## config.mk

```make
export PLATFORM = sky130hd
export DESIGN_NAME = sincos_rotator
export DESIGN_NICKNAME = d
export VERILOG_FILES = /design/src/rtl/sincos_pkg.sv /design/src/rtl/sincos_prep.sv /design/src/rtl/sincos_stage.sv /design/src/rtl/sincos_post.sv /design/src/rtl/sincos_rotator.sv
export SDC_FILE = /design/constraint.sdc
export NUM_CORES = 2
export LEC_CHECK = 0
export BUFFER_PORTS_ARGS = -buffer_cell sky130_fd_sc_hd__buf_2
export CORE_ASPECT_RATIO = 1.5
export CORE_MARGIN = 5
export CORE_UTILIZATION = 45
export CTS_CLUSTER_DIAMETER = 60
export DETAILED_ROUTE_END_ITERATION = 6
export GPL_TIMING_DRIVEN = 0
export HOLD_SLACK_MARGIN = 0.12
export MAX_ROUTING_LAYER = met4
export SLEW_MARGIN = 5
export SYNTH_ARGS = -nofsm -noshare
export SYNTH_HDL_FRONTEND = slang
export SYNTH_SLANG_ARGS = --single-unit
```

## constraint.sdc

```tcl
create_clock -name clk -period 7.57 [get_ports clk]
set_input_delay 0.757 -clock clk [delete_from_list [all_inputs] [get_ports clk]]
set_output_delay 0.757 -clock clk [all_outputs]
set_load 0.1 [all_outputs]
```

## src/rtl/sincos_pkg.sv

```systemverilog
package sincos_pkg;

    // Quadrant code carried alongside each sample; taken from phase[MSB -: 2]
    typedef enum logic [1:0] {
        QUAD_I   = 2'd0,
        QUAD_II  = 2'd1,
        QUAD_III = 2'd2,
        QUAD_IV  = 2'd3
    } quad_t;

    localparam real TWO_PI = 6.283185307179586;

    // Reciprocal of the accumulated magnitude growth of n micro-rotations
    function automatic real gain_inverse(input int n);
        real g;
        g = 1.0;
        for (int i = 0; i < n; i++) begin
            g = g / $sqrt(1.0 + 2.0 ** (-2 * i));
        end
        return g;
    endfunction

    // Arctangent of 2^-idx, expressed in phase units where a full turn is 2^phase_w
    function automatic longint atan_step(input int idx, input int phase_w);
        return longint'($atan(2.0 ** (-idx)) / TWO_PI * (2.0 ** phase_w));
    endfunction

endpackage

```

## src/rtl/sincos_prep.sv

```systemverilog
// Input register: captures the phase, splits off the quadrant and loads
// the gain-compensated starting vector.
module sincos_prep #(
    parameter int     PHASE_W = 22,
    parameter int     W       = 22,
    parameter longint X_INIT  = 0
) (
    input  logic                      clk,
    input  logic                      rst_n,
    input  logic                      v_in,
    input  logic [PHASE_W-1:0]        phase_in,
    output logic                      v_out,
    output logic signed [W-1:0]       x_out,
    output logic signed [W-1:0]       y_out,
    output logic signed [PHASE_W-1:0] z_out,
    output logic [1:0]                tag_out
);
    localparam int FRAC_W = PHASE_W - 2;

    logic signed [PHASE_W-1:0] z_start;
    logic [1:0]                quad_sel;

    always_comb begin
        z_start  = {2'b00, phase_in[FRAC_W-1:0]};
        quad_sel = phase_in[PHASE_W-1 -: 2];
    end

    always_ff @(posedge clk or negedge rst_n) begin
        if (!rst_n) begin
            v_out   <= 1'b0;
            x_out   <= '0;
            y_out   <= '0;
            z_out   <= '0;
            tag_out <= '0;
        end else begin
            v_out   <= v_in;
            x_out   <= W'(X_INIT);
            y_out   <= '0;
            z_out   <= z_start;
            tag_out <= quad_sel;
        end
    end

    AST_PREP_VALID: assert property (@(posedge clk) disable iff (!rst_n) v_out == $past(v_in)) else $error("prep valid delay");
    AST_PREP_RANGE: assert property (@(posedge clk) disable iff (!rst_n) !z_out[PHASE_W-1] && !z_out[PHASE_W-2]) else $error("start angle outside quadrant");

endmodule

```

## src/rtl/sincos_stage.sv

```systemverilog
// One fixed micro-rotation: the residual's sign picks the direction, the
// vector moves by a shifted copy of itself, the residual by atan(2^-IDX).
module sincos_stage #(
    parameter int W   = 22,
    parameter int ZW  = 22,
    parameter int IDX = 0
) (
    input  logic                 clk,
    input  logic                 rst_n,
    input  logic                 v_in,
    input  logic signed [W-1:0]  x_in,
    input  logic signed [W-1:0]  y_in,
    input  logic signed [ZW-1:0] z_in,
    input  logic [1:0]           tag_in,
    output logic                 v_out,
    output logic signed [W-1:0]  x_out,
    output logic signed [W-1:0]  y_out,
    output logic signed [ZW-1:0] z_out,
    output logic [1:0]           tag_out
);
    import sincos_pkg::*;

    localparam longint STEP  = atan_step(IDX, ZW);
    localparam longint BOUND = STEP + 2 * IDX + 2;
    localparam logic signed [ZW-1:0] STEP_Z = ZW'(STEP);

    logic                 turn_ccw;
    logic signed [W-1:0]  x_sh;
    logic signed [W-1:0]  y_sh;
    logic signed [W-1:0]  x_nx;
    logic signed [W-1:0]  y_nx;
    logic signed [ZW-1:0] z_nx;

    always_comb begin
        turn_ccw = !z_in[ZW-1];
        x_sh     = x_in >>> IDX;
        y_sh     = y_in >>> IDX;
        if (turn_ccw) begin
            x_nx = x_in - y_sh;
            y_nx = y_in + x_sh;
            z_nx = z_in - STEP_Z;
        end else begin
            x_nx = x_in + y_sh;
            y_nx = y_in - x_sh;
            z_nx = z_in + STEP_Z;
        end
    end

    always_ff @(posedge clk or negedge rst_n) begin
        if (!rst_n) begin
            v_out   <= 1'b0;
            x_out   <= '0;
            y_out   <= '0;
            z_out   <= '0;
            tag_out <= '0;
        end else begin
            v_out   <= v_in;
            x_out   <= x_nx;
            y_out   <= y_nx;
            z_out   <= z_nx;
            tag_out <= tag_in;
        end
    end

    AST_STAGE_VALID: assert property (@(posedge clk) disable iff (!rst_n) v_out == $past(v_in)) else $error("stage valid delay");
    AST_QUAD_CARRY: assert property (@(posedge clk) disable iff (!rst_n) tag_out == $past(tag_in)) else $error("quadrant lost");
    AST_RESIDUAL_BOUND: assert property (@(posedge clk) disable iff (!rst_n) v_out |-> (longint'(z_out) <= BOUND && longint'(z_out) >= -BOUND)) else $error("residual diverged");

endmodule

```

## src/rtl/sincos_post.sv

```systemverilog
// Output stage: quadrant mirror/swap, rounding of guard bits, clamping,
// and a result register that holds while no valid sample arrives.
module sincos_post #(
    parameter int W     = 22,
    parameter int OUT_W = 16,
    parameter int GUARD = 4
) (
    input  logic                    clk,
    input  logic                    rst_n,
    input  logic                    v_in,
    input  logic signed [W-1:0]     x_in,
    input  logic signed [W-1:0]     y_in,
    input  logic [1:0]              tag_in,
    output logic                    v_out,
    output logic signed [OUT_W-1:0] sin_q,
    output logic signed [OUT_W-1:0] cos_q
);
    import sincos_pkg::*;

    localparam int RW = W + 1;
    localparam logic signed [RW-1:0] HALF = RW'(1) <<< (GUARD - 1);
    localparam logic signed [RW-1:0] MAXV = RW'((2 ** (OUT_W - 1)) - 1);
    localparam logic signed [RW-1:0] MINV = -RW'(2 ** (OUT_W - 1));

    logic signed [W-1:0]     sin_pre;
    logic signed [W-1:0]     cos_pre;
    logic signed [OUT_W-1:0] sin_sat;
    logic signed [OUT_W-1:0] cos_sat;

    function automatic logic signed [OUT_W-1:0] round_clamp(input logic signed [W-1:0] v);
        logic signed [RW-1:0] r;
        r = ($signed({v[W-1], v}) + HALF) >>> GUARD;
        if (r > MAXV) begin
            return MAXV[OUT_W-1:0];
        end else if (r < MINV) begin
            return MINV[OUT_W-1:0];
        end
        return r[OUT_W-1:0];
    endfunction

    always_comb begin
        unique case (quad_t'(tag_in))
            QUAD_I: begin
                sin_pre = y_in;
                cos_pre = x_in;
            end
            QUAD_II: begin
                sin_pre = x_in;
                cos_pre = -y_in;
            end
            QUAD_III: begin
                sin_pre = -y_in;
                cos_pre = -x_in;
            end
            QUAD_IV: begin
                sin_pre = -x_in;
                cos_pre = y_in;
            end
            default: begin
                sin_pre = '0;
                cos_pre = '0;
            end
        endcase
        sin_sat = round_clamp(sin_pre);
        cos_sat = round_clamp(cos_pre);
    end

    always_ff @(posedge clk or negedge rst_n) begin
        if (!rst_n) begin
            v_out <= 1'b0;
            sin_q <= '0;
            cos_q <= '0;
        end else begin
            v_out <= v_in;
            if (v_in) begin
                sin_q <= sin_sat;
                cos_q <= cos_sat;
            end
        end
    end

    AST_POST_VALID: assert property (@(posedge clk) disable iff (!rst_n) v_out == $past(v_in)) else $error("output valid delay");
    AST_HOLD_IDLE: assert property (@(posedge clk) disable iff (!rst_n) !v_in |=> $stable(sin_q) && $stable(cos_q)) else $error("output moved while idle");
    AST_NO_WRAP_SIN: assert property (@(posedge clk) disable iff (!rst_n) (v_in && !sin_pre[W-1]) |=> !sin_q[OUT_W-1]) else $error("sine wrapped");
    AST_NO_WRAP_COS: assert property (@(posedge clk) disable iff (!rst_n) (v_in && !cos_pre[W-1]) |=> !cos_q[OUT_W-1]) else $error("cosine wrapped");

endmodule

```

## src/rtl/sincos_rotator.sv

```systemverilog
// Top: input register, STAGES micro-rotations, output register.
module sincos_rotator #(
    parameter int PHASE_W = 22,
    parameter int OUT_W   = 16,
    parameter int GUARD   = 4,
    parameter int STAGES  = 18
) (
    input  logic               clk,
    input  logic               rst_n,
    input  logic               phase_valid,
    input  logic [PHASE_W-1:0] phase,
    output logic               out_valid,
    output logic [OUT_W-1:0]   sin_out,
    output logic [OUT_W-1:0]   cos_out
);
    import sincos_pkg::*;

    localparam int     W      = OUT_W + GUARD + 2;
    localparam int     LAT    = STAGES + 2;
    localparam longint AMP    = (longint'(1) << (OUT_W - 1)) - 1;
    localparam longint X_INIT = longint'(gain_inverse(STAGES) * real'(AMP) * (2.0 ** GUARD));

    logic                      v_p   [0:STAGES];
    logic signed [W-1:0]       x_p   [0:STAGES];
    logic signed [W-1:0]       y_p   [0:STAGES];
    logic signed [PHASE_W-1:0] z_p   [0:STAGES];
    logic [1:0]                tag_p [0:STAGES];
    logic signed [OUT_W-1:0]   sin_r;
    logic signed [OUT_W-1:0]   cos_r;

    sincos_prep #(
        .PHASE_W (PHASE_W),
        .W       (W),
        .X_INIT  (X_INIT)
    ) u_prep (
        .clk      (clk),
        .rst_n    (rst_n),
        .v_in     (phase_valid),
        .phase_in (phase),
        .v_out    (v_p[0]),
        .x_out    (x_p[0]),
        .y_out    (y_p[0]),
        .z_out    (z_p[0]),
        .tag_out  (tag_p[0])
    );

    for (genvar g = 0; g < STAGES; g++) begin : g_rot
        sincos_stage #(
            .W   (W),
            .ZW  (PHASE_W),
            .IDX (g)
        ) u_stage (
            .clk     (clk),
            .rst_n   (rst_n),
            .v_in    (v_p[g]),
            .x_in    (x_p[g]),
            .y_in    (y_p[g]),
            .z_in    (z_p[g]),
            .tag_in  (tag_p[g]),
            .v_out   (v_p[g+1]),
            .x_out   (x_p[g+1]),
            .y_out   (y_p[g+1]),
            .z_out   (z_p[g+1]),
            .tag_out (tag_p[g+1])
        );
    end

    sincos_post #(
        .W     (W),
        .OUT_W (OUT_W),
        .GUARD (GUARD)
    ) u_post (
        .clk    (clk),
        .rst_n  (rst_n),
        .v_in   (v_p[STAGES]),
        .x_in   (x_p[STAGES]),
        .y_in   (y_p[STAGES]),
        .tag_in (tag_p[STAGES]),
        .v_out  (out_valid),
        .sin_q  (sin_r),
        .cos_q  (cos_r)
    );

    assign sin_out = sin_r;
    assign cos_out = cos_r;

    // Valid only leaves the pipe if it entered it LAT cycles before; after reset
    // the first LAT-1 cycles can carry none.
    logic [$clog2(LAT+1)-1:0] since_rst;
    always_ff @(posedge clk or negedge rst_n) begin
        if (!rst_n) begin
            since_rst <= '0;
        end else if (since_rst != LAT[$clog2(LAT+1)-1:0]) begin
            since_rst <= since_rst + 1'b1;
        end
    end

    AST_FILL_QUIET: assert property (@(posedge clk) disable iff (!rst_n) (since_rst < LAT[$clog2(LAT+1)-1:0] - 1'b1) |-> !out_valid) else $error("early result");

endmodule

```

==> out/qor.yml <==
status: "completed"
slowest_delay_ns: 0.81
cts-buffers-inserted: 143
stdcell_area_um2: 91100
worstMarginPinSlew_ns: 1.31
r2r_setup_slack_ns: 1.80
worstPathArrival_ns: 6.44
ys_top_cells_by_area: "dfrtp_1 (35%), ha_1 (16%), xnor2_1 (8.9%)"
portBuffers: 57
layout-area-overhead-vs-synth_pct: 10.4
clkSlewWorstSetupHoldPaths_ns: 0.06
avgSynthCellArea_um2: 9.39
final_nets: 10117
yosysTopAreaCellShare_pct: 35.4
cts_root_buf: "clkbuf_16"
ys_warn_count: 0
die_y_um: 534
vias: 64527
wl_um: 214000
post-synth-top-count-cell: "dfrtp_1"
synthFlopType: "dfrtp_1"
post-route-period-util_pct: 76.3
min_from: "g_rot[2].u_stage.tag_out[0]"
ant_nets: 0
coreArea_um2: 182000
layout-drive-gt1-share_pct: 5.09
end_kind: "flip-flop"
synthArstFlopShare_pct: 100
yosysSeqAreaShare_pct: 35.4
synth-edff-count: 0
grt.overflow.total: 0
period_minus_slack_ns: 5.77
rows: 192
synth.distinct_cells: 92
die_w_um: 360
cts.sinks: 1168
worstPathCellList: "clkbuf_1 > clkbuf_1 > a21oi_1 > xnor2_1 > ha_1 > a21o_1 > a21oi_1 > nand2_1 > o21ai_0 > o21ai_0 > o41a_1 > o21a_1 > o21ai_0 > a21oi_1 > xor2_1"
cts.repair.resized: 0
grt_max_degree: 174
routabilityCongestion: 0.953
drc: 0
rsz0062_at_grt: "no"
grt_pass1_vias: 67017
htreeDepth: 4
min_path_type: "reg2reg"
setup_violations: 0
start_kind: "flip-flop"
cpMaxStageDelayCell: "o21ai_0"
cts_setup_buffers: 0
crit_family: "compound AO/OA/AOI/OAI gates"
worstPathMaxFanout: 10
antenna_found_initial: 1
holdWs_ns: 0.324
startpoint: "g_rot[7].u_stage.z_out[21]"
ys_ff_latch: 1168
clock_path_buffers: 4
wl_per_cell_um: 18.5
ios: 58
skew_ns: 0.0473
synth_area_um2: 82500
final_hold_viol_count: 0
dp_hpwl_um: 173000
cp.buffers_inverters: 2
required_ns: 8.24
dieArea_um2: 192000
avgViaCountPerCell: 5.59
max_freq_mhz: 173
initial_core_util_pct: 45.2
cts_tree: "yes"
yosysTopAreaCell: "dfrtp_1"
slew_headroom_pct: 11.6
reg2reg_from: "g_rot[7].u_stage.z_out[21]"
grt_pass1_wl_um: 342000
placed_area_um2: 86000
syn_inst: 8786
clock_latency_ns: 0.81
fillers: 16872
grt_use_total_pct: 22.5
finalSetupTns_ns: 0
critical_path_class: "reg2reg"
drt_iter0_drc: 2982
synth_common_cells: "dfrtp_1 (1,168), ha_1 (1,026), nor2_1 (864)"
drt-pass1-iter-count: 5
report.final.slew_viol_count: 0
cap_viol_max_count: 0
cts_hold_buf: 24
postSynthNetCount: 9884
through the flow:
step	util, %	std cells	worst slack, ns
detailed placement	47.2	11275	1.86
floorplan	-	8786	3.63
global placement	47.1	11268	-19.21
CTS	49.9	11540	1.81
global route	49.9	11541	1.67
finish	49.9	11542	1.80
sequential cells by signal, indices dropped and copies added (netlist names):
signal	flops
u_post.cos_q	16
g_rot.u_stage.y_out	351
u_prep.z_out	20
g_rot.u_stage.v_out	18
g_rot.u_stage.z_out	349
u_prep.x_out	1
u_post.sin_q	16
g_rot.u_stage.x_out	357
g_rot.u_stage.tag_out	36
u_prep.tag_out	2
u_prep.v_out	1
u_post.v_out	1
layout by cell type, fill, tap and decap left out, types with 24 or more instances in the layout:
master / instances
nor2b_1: 132
a21oi_1: 747
nand4_1: 34
o21ai_0: 480
nor4_1: 42
inv_1: 417
dfrtp_1: 1168
nand2_1: 368
o21a_1: 130
o21bai_1: 103
nand2b_1: 83
a31oi_1: 88
a21boi_0: 43
clkbuf_1: 111
xnor2_1: 840
clkbuf_8: 25
xor2_1: 326
mux2i_1: 51
or3_1: 86
or2_2: 40
o31ai_1: 35
o211ai_1: 66
a21o_1: 160
nor3_1: 386
and3_1: 104
ha_1: 1026
dlygate4sd3_1: 24
mux2_2: 36
buf_2: 68
clkbuf_16: 144
fa_1: 47
and2_1: 54
or4_1: 25
nand3_1: 183
nor2_1: 864
o2111ai_1: 30
a211oi_1: 76
o41ai_1: 36
a31o_2: 36
cells by family after synthesis:
logic type | synth area share, %
AO/OA/AOI/OAI | 17.5
XOR/XNOR | 12.4
adder cells (fa/ha/maj) | 16.7
buffers and inverters | 2.59
flip-flops | 35.4
multiplexers | 1.11
other | 0.00455
AND/OR/NAND/NOR | 14.3
per-layer routing:
layer / GRT usage (%) / share of wire [%]
met1: 19.8 / 34
met2: 45.1 / 57
met3: 2.40 / 2.6
met4: 13.8 / 7.3
met5: - / 0
path summary, 6_finish.rpt:
check                                                   end  depth (start not counted)
min in group asynchronous       g_rot[15].u_stage.z_out[19]                          2
max in group asynchronous         g_rot[6].u_stage.y_out[0]                          5
worst min-delay path            g_rot[3].u_stage.tag_out[0]                          0
worst max-delay path             g_rot[8].u_stage.y_out[20]                         15
worst max register to register   g_rot[8].u_stage.y_out[20]                         15
worst min register to register  g_rot[3].u_stage.tag_out[0]                          0
final cells by class:
cell class / instances / area (µm²) / share of cell area [%]
clock buffer: 185 / 4010 / 4.40
buffer: 136 / 559 / 0.614
sequential: 1168 / 29200 / 32.1
clock inverter: 56 / 776 / 0.852
tap: 2425 / 3030 / 3.33
multi-input combinational: 7060 / 51100 / 56.2
antenna: 2 / 5.00 / 0.00550
timing repair buffer: 88 / 733 / 0.805
inverter: 422 / 1580 / 1.74
Power is left out: the tool's default activity adds up to more than one toggle a clock period on the data nets, which glitch-free logic cannot reach.
